--- config.mk ---
export PLATFORM = sky130hd
export DESIGN_NAME = ext_wr_seq
export DESIGN_NICKNAME = d
export VERILOG_FILES = /design/src/rtl/ext_wr_pkg.sv /design/src/rtl/ext_wr_cfg_latch.sv /design/src/rtl/ext_wr_rdy_sync.sv /design/src/rtl/ext_wr_fsm.sv /design/src/rtl/ext_wr_seq.sv
export SDC_FILE = /design/constraint.sdc
export NUM_CORES = 1
export LEC_CHECK = 0
export BUFFER_PORTS_ARGS = -buffer_cell sky130_fd_sc_hd__buf_2
export CORE_MARGIN = 10
export CORE_UTILIZATION = 35
export DETAILED_ROUTE_END_ITERATION = 10
export PLACE_DENSITY = 0.69
export SYNTH_ARGS = -nofsm -noshare
export SYNTH_HDL_FRONTEND = slang
export SYNTH_HIERARCHICAL = 1
export SYNTH_SLANG_ARGS = --single-unit
--- constraint.sdc ---
create_clock -name clk -period 2.2 [get_ports clk]
set_clock_uncertainty 0.1 [all_clocks]
set_input_delay 0.44 -clock clk [delete_from_list [all_inputs] [get_ports clk]]
set_output_delay 0.44 -clock clk [all_outputs]
set_load 0.02 [all_outputs]
--- src/rtl/ext_wr_pkg.sv ---
package ext_wr_pkg;

    typedef enum logic [2:0] {
        WS_IDLE   = 3'd0,
        WS_LEAD   = 3'd1,
        WS_ACTIVE = 3'd2,
        WS_WAIT   = 3'd3,
        WS_TRAIL  = 3'd4
    } wr_state_e;

endpackage

--- src/rtl/ext_wr_cfg_latch.sv ---
module ext_wr_cfg_latch #(
    parameter int AW = 16,
    parameter int DW = 16,
    parameter int CW = 4
) (
    input  logic          clk,
    input  logic          rst_n,
    input  logic          load,
    input  logic [CW-1:0] lead_in,
    input  logic [CW-1:0] act_in,
    input  logic [CW-1:0] trail_in,
    input  logic          async_in,
    input  logic [AW-1:0] addr_in,
    input  logic [DW-1:0] data_in,
    output logic [CW-1:0] lead_ld,
    output logic [CW-1:0] act_q,
    output logic [CW-1:0] trail_q,
    output logic          async_q,
    output logic [AW-1:0] addr_q,
    output logic [DW-1:0] data_q
);

    localparam logic [CW-1:0] ONE = CW'(1);

    logic [CW-1:0] act_cl;
    logic [CW-1:0] trail_cl;

    // zero-length phases become one cycle long
    always_comb begin
        lead_ld  = (lead_in  == '0) ? ONE : lead_in;
        act_cl   = (act_in   == '0) ? ONE : act_in;
        trail_cl = (trail_in == '0) ? ONE : trail_in;
    end

    always_ff @(posedge clk or negedge rst_n) begin
        if (!rst_n) begin
            act_q   <= ONE;
            trail_q <= ONE;
            async_q <= 1'b0;
            addr_q  <= '0;
            data_q  <= '0;
        end else if (load) begin
            act_q   <= act_cl;
            trail_q <= trail_cl;
            async_q <= async_in;
            addr_q  <= addr_in;
            data_q  <= data_in;
        end
    end

    AST_CFG_FROZEN: assert property (@(posedge clk) disable iff (!rst_n)
        !load |=> $stable({act_q, trail_q, async_q, data_q}));

    AST_PHASE_NONZERO: assert property (@(posedge clk) disable iff (!rst_n)
        (act_q != '0) && (trail_q != '0));

endmodule

--- src/rtl/ext_wr_rdy_sync.sv ---
module ext_wr_rdy_sync #(
    parameter int STAGES = 2
) (
    input  logic clk,
    input  logic rst_n,
    input  logic rdy_raw,
    input  logic async_mode,
    output logic rdy_eff
);

    logic [STAGES-1:0] chain;

    for (genvar i = 0; i < STAGES; i++) begin : g_stage
        if (i == 0) begin : g_first
            always_ff @(posedge clk or negedge rst_n) begin
                if (!rst_n) chain[0] <= 1'b0;
                else        chain[0] <= rdy_raw;
            end
        end else begin : g_next
            always_ff @(posedge clk or negedge rst_n) begin
                if (!rst_n) chain[i] <= 1'b0;
                else        chain[i] <= chain[i-1];
            end
        end
    end

    // synchronous mode samples the pin directly at the deciding edge
    assign rdy_eff = async_mode ? chain[STAGES-1] : rdy_raw;

endmodule

--- src/rtl/ext_wr_fsm.sv ---
module ext_wr_fsm
    import ext_wr_pkg::*;
#(
    parameter int CW = 4
) (
    input  logic          clk,
    input  logic          rst_n,
    input  logic          start,
    input  logic [CW-1:0] lead_ld,
    input  logic [CW-1:0] act_q,
    input  logic [CW-1:0] trail_q,
    input  logic          rdy_eff,
    output logic          idle,
    output logic          cs_n,
    output logic          we_n,
    output logic          rnw,
    output logic          dq_oe,
    output logic          done
);

    localparam logic [CW-1:0] ONE = CW'(1);

    wr_state_e     state, state_nxt;
    logic [CW-1:0] cnt, cnt_nxt;

    // state register
    always_ff @(posedge clk or negedge rst_n) begin
        if (!rst_n) begin
            state <= WS_IDLE;
            cnt   <= '0;
        end else begin
            state <= state_nxt;
            cnt   <= cnt_nxt;
        end
    end

    // transitions
    always_comb begin
        state_nxt = state;
        cnt_nxt   = cnt;
        unique case (state)
            WS_IDLE: begin
                if (start) begin
                    state_nxt = WS_LEAD;
                    cnt_nxt   = lead_ld - ONE;
                end
            end
            WS_LEAD: begin
                if (cnt == '0) begin
                    state_nxt = WS_ACTIVE;
                    cnt_nxt   = act_q - ONE;
                end else begin
                    cnt_nxt = cnt - ONE;
                end
            end
            WS_ACTIVE: begin
                if (cnt != '0) begin
                    cnt_nxt = cnt - ONE;
                end else if (rdy_eff) begin
                    state_nxt = WS_TRAIL;
                    cnt_nxt   = trail_q - ONE;
                end else begin
                    state_nxt = WS_WAIT;
                end
            end
            WS_WAIT: begin
                if (rdy_eff) begin
                    state_nxt = WS_TRAIL;
                    cnt_nxt   = trail_q - ONE;
                end
            end
            WS_TRAIL: begin
                if (cnt == '0) state_nxt = WS_IDLE;
                else           cnt_nxt   = cnt - ONE;
            end
            default: begin
                state_nxt = WS_IDLE;
                cnt_nxt   = '0;
            end
        endcase
    end

    // outputs
    always_comb begin
        idle  = 1'b0;
        cs_n  = 1'b0;
        we_n  = 1'b1;
        rnw   = 1'b0;
        dq_oe = 1'b0;
        done  = 1'b0;
        unique case (state)
            WS_IDLE: begin
                idle = 1'b1;
                cs_n = 1'b1;
                rnw  = 1'b1;
            end
            WS_LEAD: begin
            end
            WS_ACTIVE, WS_WAIT: begin
                we_n  = 1'b0;
                dq_oe = 1'b1;
            end
            WS_TRAIL: begin
                dq_oe = 1'b1;
                done  = (cnt == '0);
            end
            default: begin
                cs_n = 1'b1;
                rnw  = 1'b1;
            end
        endcase
    end

    AST_WAIT_HOLDS: assert property (@(posedge clk) disable iff (!rst_n)
        (state == WS_WAIT && !rdy_eff) |=> (state == WS_WAIT));

    AST_DONE_SINGLE: assert property (@(posedge clk) disable iff (!rst_n)
        done |=> (idle && !done));

    AST_STROBE_IN_SELECT: assert property (@(posedge clk) disable iff (!rst_n)
        !we_n |-> !cs_n);

    AST_LEAD_TO_ACTIVE: assert property (@(posedge clk) disable iff (!rst_n)
        (state == WS_LEAD && cnt == '0) |=> (state == WS_ACTIVE && !we_n));

endmodule

--- src/rtl/ext_wr_seq.sv ---
module ext_wr_seq #(
    parameter int AW          = 16,
    parameter int DW          = 16,
    parameter int CW          = 4,
    parameter int SYNC_STAGES = 2
) (
    input  logic          clk,
    input  logic          rst_n,
    input  logic          req_valid,
    output logic          req_ready,
    input  logic [AW-1:0] req_addr,
    input  logic [DW-1:0] req_data,
    input  logic [CW-1:0] cfg_lead,
    input  logic [CW-1:0] cfg_active,
    input  logic [CW-1:0] cfg_trail,
    input  logic          cfg_rdy_async,
    input  logic          bus_rdy,
    output logic          bus_cs_n,
    output logic          bus_we_n,
    output logic          bus_rnw,
    output logic [AW-1:0] bus_addr,
    output logic [DW-1:0] bus_dq_o,
    output logic          bus_dq_oe,
    output logic          wr_done
);

    logic          idle;
    logic          start;
    logic          rdy_eff;
    logic [CW-1:0] lead_ld;
    logic [CW-1:0] act_q;
    logic [CW-1:0] trail_q;
    logic          async_q;

    assign req_ready = idle;
    assign start     = req_valid & idle;

    ext_wr_cfg_latch #(.AW(AW), .DW(DW), .CW(CW)) u_cfg (
        .clk      (clk),
        .rst_n    (rst_n),
        .load     (start),
        .lead_in  (cfg_lead),
        .act_in   (cfg_active),
        .trail_in (cfg_trail),
        .async_in (cfg_rdy_async),
        .addr_in  (req_addr),
        .data_in  (req_data),
        .lead_ld  (lead_ld),
        .act_q    (act_q),
        .trail_q  (trail_q),
        .async_q  (async_q),
        .addr_q   (bus_addr),
        .data_q   (bus_dq_o)
    );

    ext_wr_rdy_sync #(.STAGES(SYNC_STAGES)) u_rdy (
        .clk        (clk),
        .rst_n      (rst_n),
        .rdy_raw    (bus_rdy),
        .async_mode (async_q),
        .rdy_eff    (rdy_eff)
    );

    ext_wr_fsm #(.CW(CW)) u_fsm (
        .clk     (clk),
        .rst_n   (rst_n),
        .start   (start),
        .lead_ld (lead_ld),
        .act_q   (act_q),
        .trail_q (trail_q),
        .rdy_eff (rdy_eff),
        .idle    (idle),
        .cs_n    (bus_cs_n),
        .we_n    (bus_we_n),
        .rnw     (bus_rnw),
        .dq_oe   (bus_dq_oe),
        .done    (wr_done)
    );

    AST_ADDR_HOLD: assert property (@(posedge clk) disable iff (!rst_n)
        !(req_valid && req_ready) |=> $stable(bus_addr));

    AST_OE_WRITE_ONLY: assert property (@(posedge clk) disable iff (!rst_n)
        bus_dq_oe |-> (!bus_rnw && !bus_cs_n));

    AST_DATA_STEADY: assert property (@(posedge clk) disable iff (!rst_n)
        (bus_dq_oe && $past(bus_dq_oe)) |-> $stable(bus_dq_o));

    AST_NO_ACCEPT_BUSY: assert property (@(posedge clk) disable iff (!rst_n)
        !bus_cs_n |-> !req_ready);

endmodule

==> reports/metrics.cfg <==
[die]
boundaryPins = 87
dieArea_um2 = 11500
coreArea_um2 = 7290
initial_core_util_pct = 36.4
core.rowCount = 31
die_h_um = 107
dieWidth_um = 107

[cts]
clk_latency_ns = 0.29
postCtsHoldBufs = 0
cts.clk_slew.worst_paths_ns = 0.09
cts_sinks = 50
clockRootBuffer = clkbuf_8
numCtsBuffers = 5
cts_tree = built
htreeDepth = 2
clk_path_buf_depth = 2

[layout]
area_growth_pct = 24.9
drive_gt1_share_pct = 53.0
insertedDiodeCount = 0
instances_no_fill = 401
nets = 354
post-route-util_pct = 45.4

[drt]
wl_mm = 6.35
num_vias = 1895
drc = 0
drt_first_pass_iters = 4
wire_per_inst_um = 15.8
drtAntennaViolNets = 0
via_per_inst = 4.73
drt-initial-drc-count = 99

[synthesis]
synth_nets = 265
ys_types = 40
syn_inst = 212
ys.flop_type = dfrtp_1
async_flop_share_pct = 100
syn_avg_cell_area_um2 = 12.5
ys_warn_count = 6
synth-edff-count = 0
ys_seq_area_share_pct = 47.3
yosys_register_bits = 50
netlist_area_um2 = 2650

[timing]
fin_ws_ns = 0.0550
tightest_slew_ns = 0.509
grt_setup_unrepaired = true
setup_violations = 0
period_share_pct = 97.5
finalHoldViolCount = 0
max_slew_margin_pct = 66.1
holdWs_ns = 0.00816
layout_min_cycle_time_ns = 2.15
fmax_mhz = 466
slew_violations = 0

[worst_setup_path]
start_kind = flop
critical_path.top_delay_family = simple AND/OR/NAND/NOR gates
cp_max_fo = 5
critPathMaxStageDelay_ns = 0.42
crit_buf_inv = 2
crit_path_end_kind = output port
critical_path_arrival_ns = 1.61
crit_chain = inv_2, ha_4, or3b_4, nor2_4, buf_6
crit_type = reg -> out
cp_slowest_cell = or3b_4
required_ns = 1.66

[global_route]
antenna_found_initial = 0
grtUsageTotal_pct = 11.3
grt_pass1_wl_mm = 10.6
grt_max_degree = 30
grt_pass1_vias = 2153
gr-total-overflow = 0

[placed_design]
place_congestion = 0.906
io_buffers = 86
dp_slack_ns = 0.0417
place_hpwl_mm = 4.77
dp.cells = 391

[pwr]
power_w = 0.00547
p_leak_nw = 1.61
ir_drop_uv = 635
powerDensity_nw_per_um2 = 1650

[status]
run_status = finished, final reports clean

[flow_run]
cap_violations = 0

[min_path]
hold_path_class = in -> async

area by class of cell:
cell class | count | area (um2)
clock buffers | 7 | 76.3
inverters | 11 | 41.3
flip-flops and latches | 50 | 1250
well taps | 99 | 124
multi-input cells | 135 | 1230
repair buffers | 98 | 552
clock inverters | 1 | 30.0
fillers | 727 | 3980
synthesized netlist by cell type (all sizes together) (3+ instances only):
cell type | n | area share, %
nand2 | 8 | 1.1
dfrtp | 48 | 45
a21oi | 7 | 1.7
mux2 | 41 | 23
ha | 4 | 1.9
o211ai | 3 | 0.85
xor2 | 5 | 1.7
nor3b | 4 | 1.3
inv | 11 | 1.6
clkbuf | 7 | 1.4
nor3 | 13 | 2.5
o21ai | 8 | 1.5
nand3 | 4 | 0.75
xnor2 | 5 | 1.7
buf | 9 | 4.4
nor2 | 13 | 1.8
routing by layer:
metal | wire length [um] | vias up | global-route usage [%]
met5 | 0 | - | 0
met4 | 70 | 0 | 3.48
met3 | 474 | 6 | 4.43
met2 | 2980 | 68 | 17.9
met1 | 2820 | 912 | 13.8
li1 | - | 909 | -
worst paths after layout:
path / cells after the start / to / from / slack (ns)
min in group clk: 1 / u_rdy/chain[0] / bus_rdy / 0.17
setup / recovery: 5 / wr_done / u_fsm/cnt[1] / 0.05
setup reg to reg: 7 / u_fsm/cnt[1] / u_fsm/cnt[1] / 0.19
hold / removal: 1 / u_cfg/addr_q[9] / rst_n / 0.008
hold reg to reg: 0 / u_rdy/chain[1] / u_rdy/chain[0] / 0.28
max in group asynchronous: 2 / u_cfg/trail_q[0] / rst_n / 1.39
report_power, final:
| group | total, W | switching (W) | internal [W] | leakage (nW) |
|---|---|---|---|---|
| logic | 0.00313 | 0.00159 | 0.00153 | 0.973 |
| registers | 0.00171 | 0.000322 | 0.00139 | 0.589 |
| clock network | 0.000627 | 0.000287 | 0.000341 | 0.0524 |
metrics by stage:
| step | setup TNS, ns | cell area [um2] |
|---|---|---|
| final | 0 | 3310 |
| after global routing | -0.00830 | 3310 |
| after CTS | 0 | 3290 |
| after detailed placement | 0 | 3160 |
| after global placement | 0 | 3160 |
| after floorplan | 0 | 2660 |
worst register-to-register path, cell delays in order (launching register included):
cell and delay (ns):
dfrtp_1 0.41, inv_2 0.09, ha_4 0.16, or3b_4 0.42
buf_4 0.18, nand3_1 0.09, o21ai_0 0.14, a221o_1 0.32
cells by family (layout without fill, tap and decap cells):
kind of cell | Yosys count | in the layout | synth area share, %
simple gates | 52 | 52 | 10.3
flops | 50 | 50 | 47.3
mux | 42 | 42 | 23.0
compound gates | 27 | 27 | 6.89
buf+inv | 27 | 117 | 7.36
xor+xnor | 10 | 10 | 3.30
fa+ha+maj | 4 | 4 | 1.89
registers in the layout, indices dropped and copies added, names as in the netlist:
register	cells
u_cfg/act_q	4
u_cfg/addr_q	16
u_cfg/async_q	1
u_cfg/data_q	16
u_cfg/trail_q	4
u_fsm/cnt	4
u_fsm/state	3
u_rdy/chain	2
what timing repair did:
action,4_1_cts,5_1_grt
setup endpoints to repair,1,1
gates cloned,0,0
buffers inserted,1,1
gates resized for setup,6,4
layout by cell type (no fill, tap or decap), drive strengths merged, types with 3 or more instances in the layout:
master,instances
nand2,8
nor3,13
nor2,13
nor3b,4
nand3,4
clkbuf,7
o21ai,8
inv,11
mux2,41
dfrtp,48
o211ai,3
xor2,5
a21oi,7
ha,4
buf,98
xnor2,5
(Power assumes the default switching activity.)
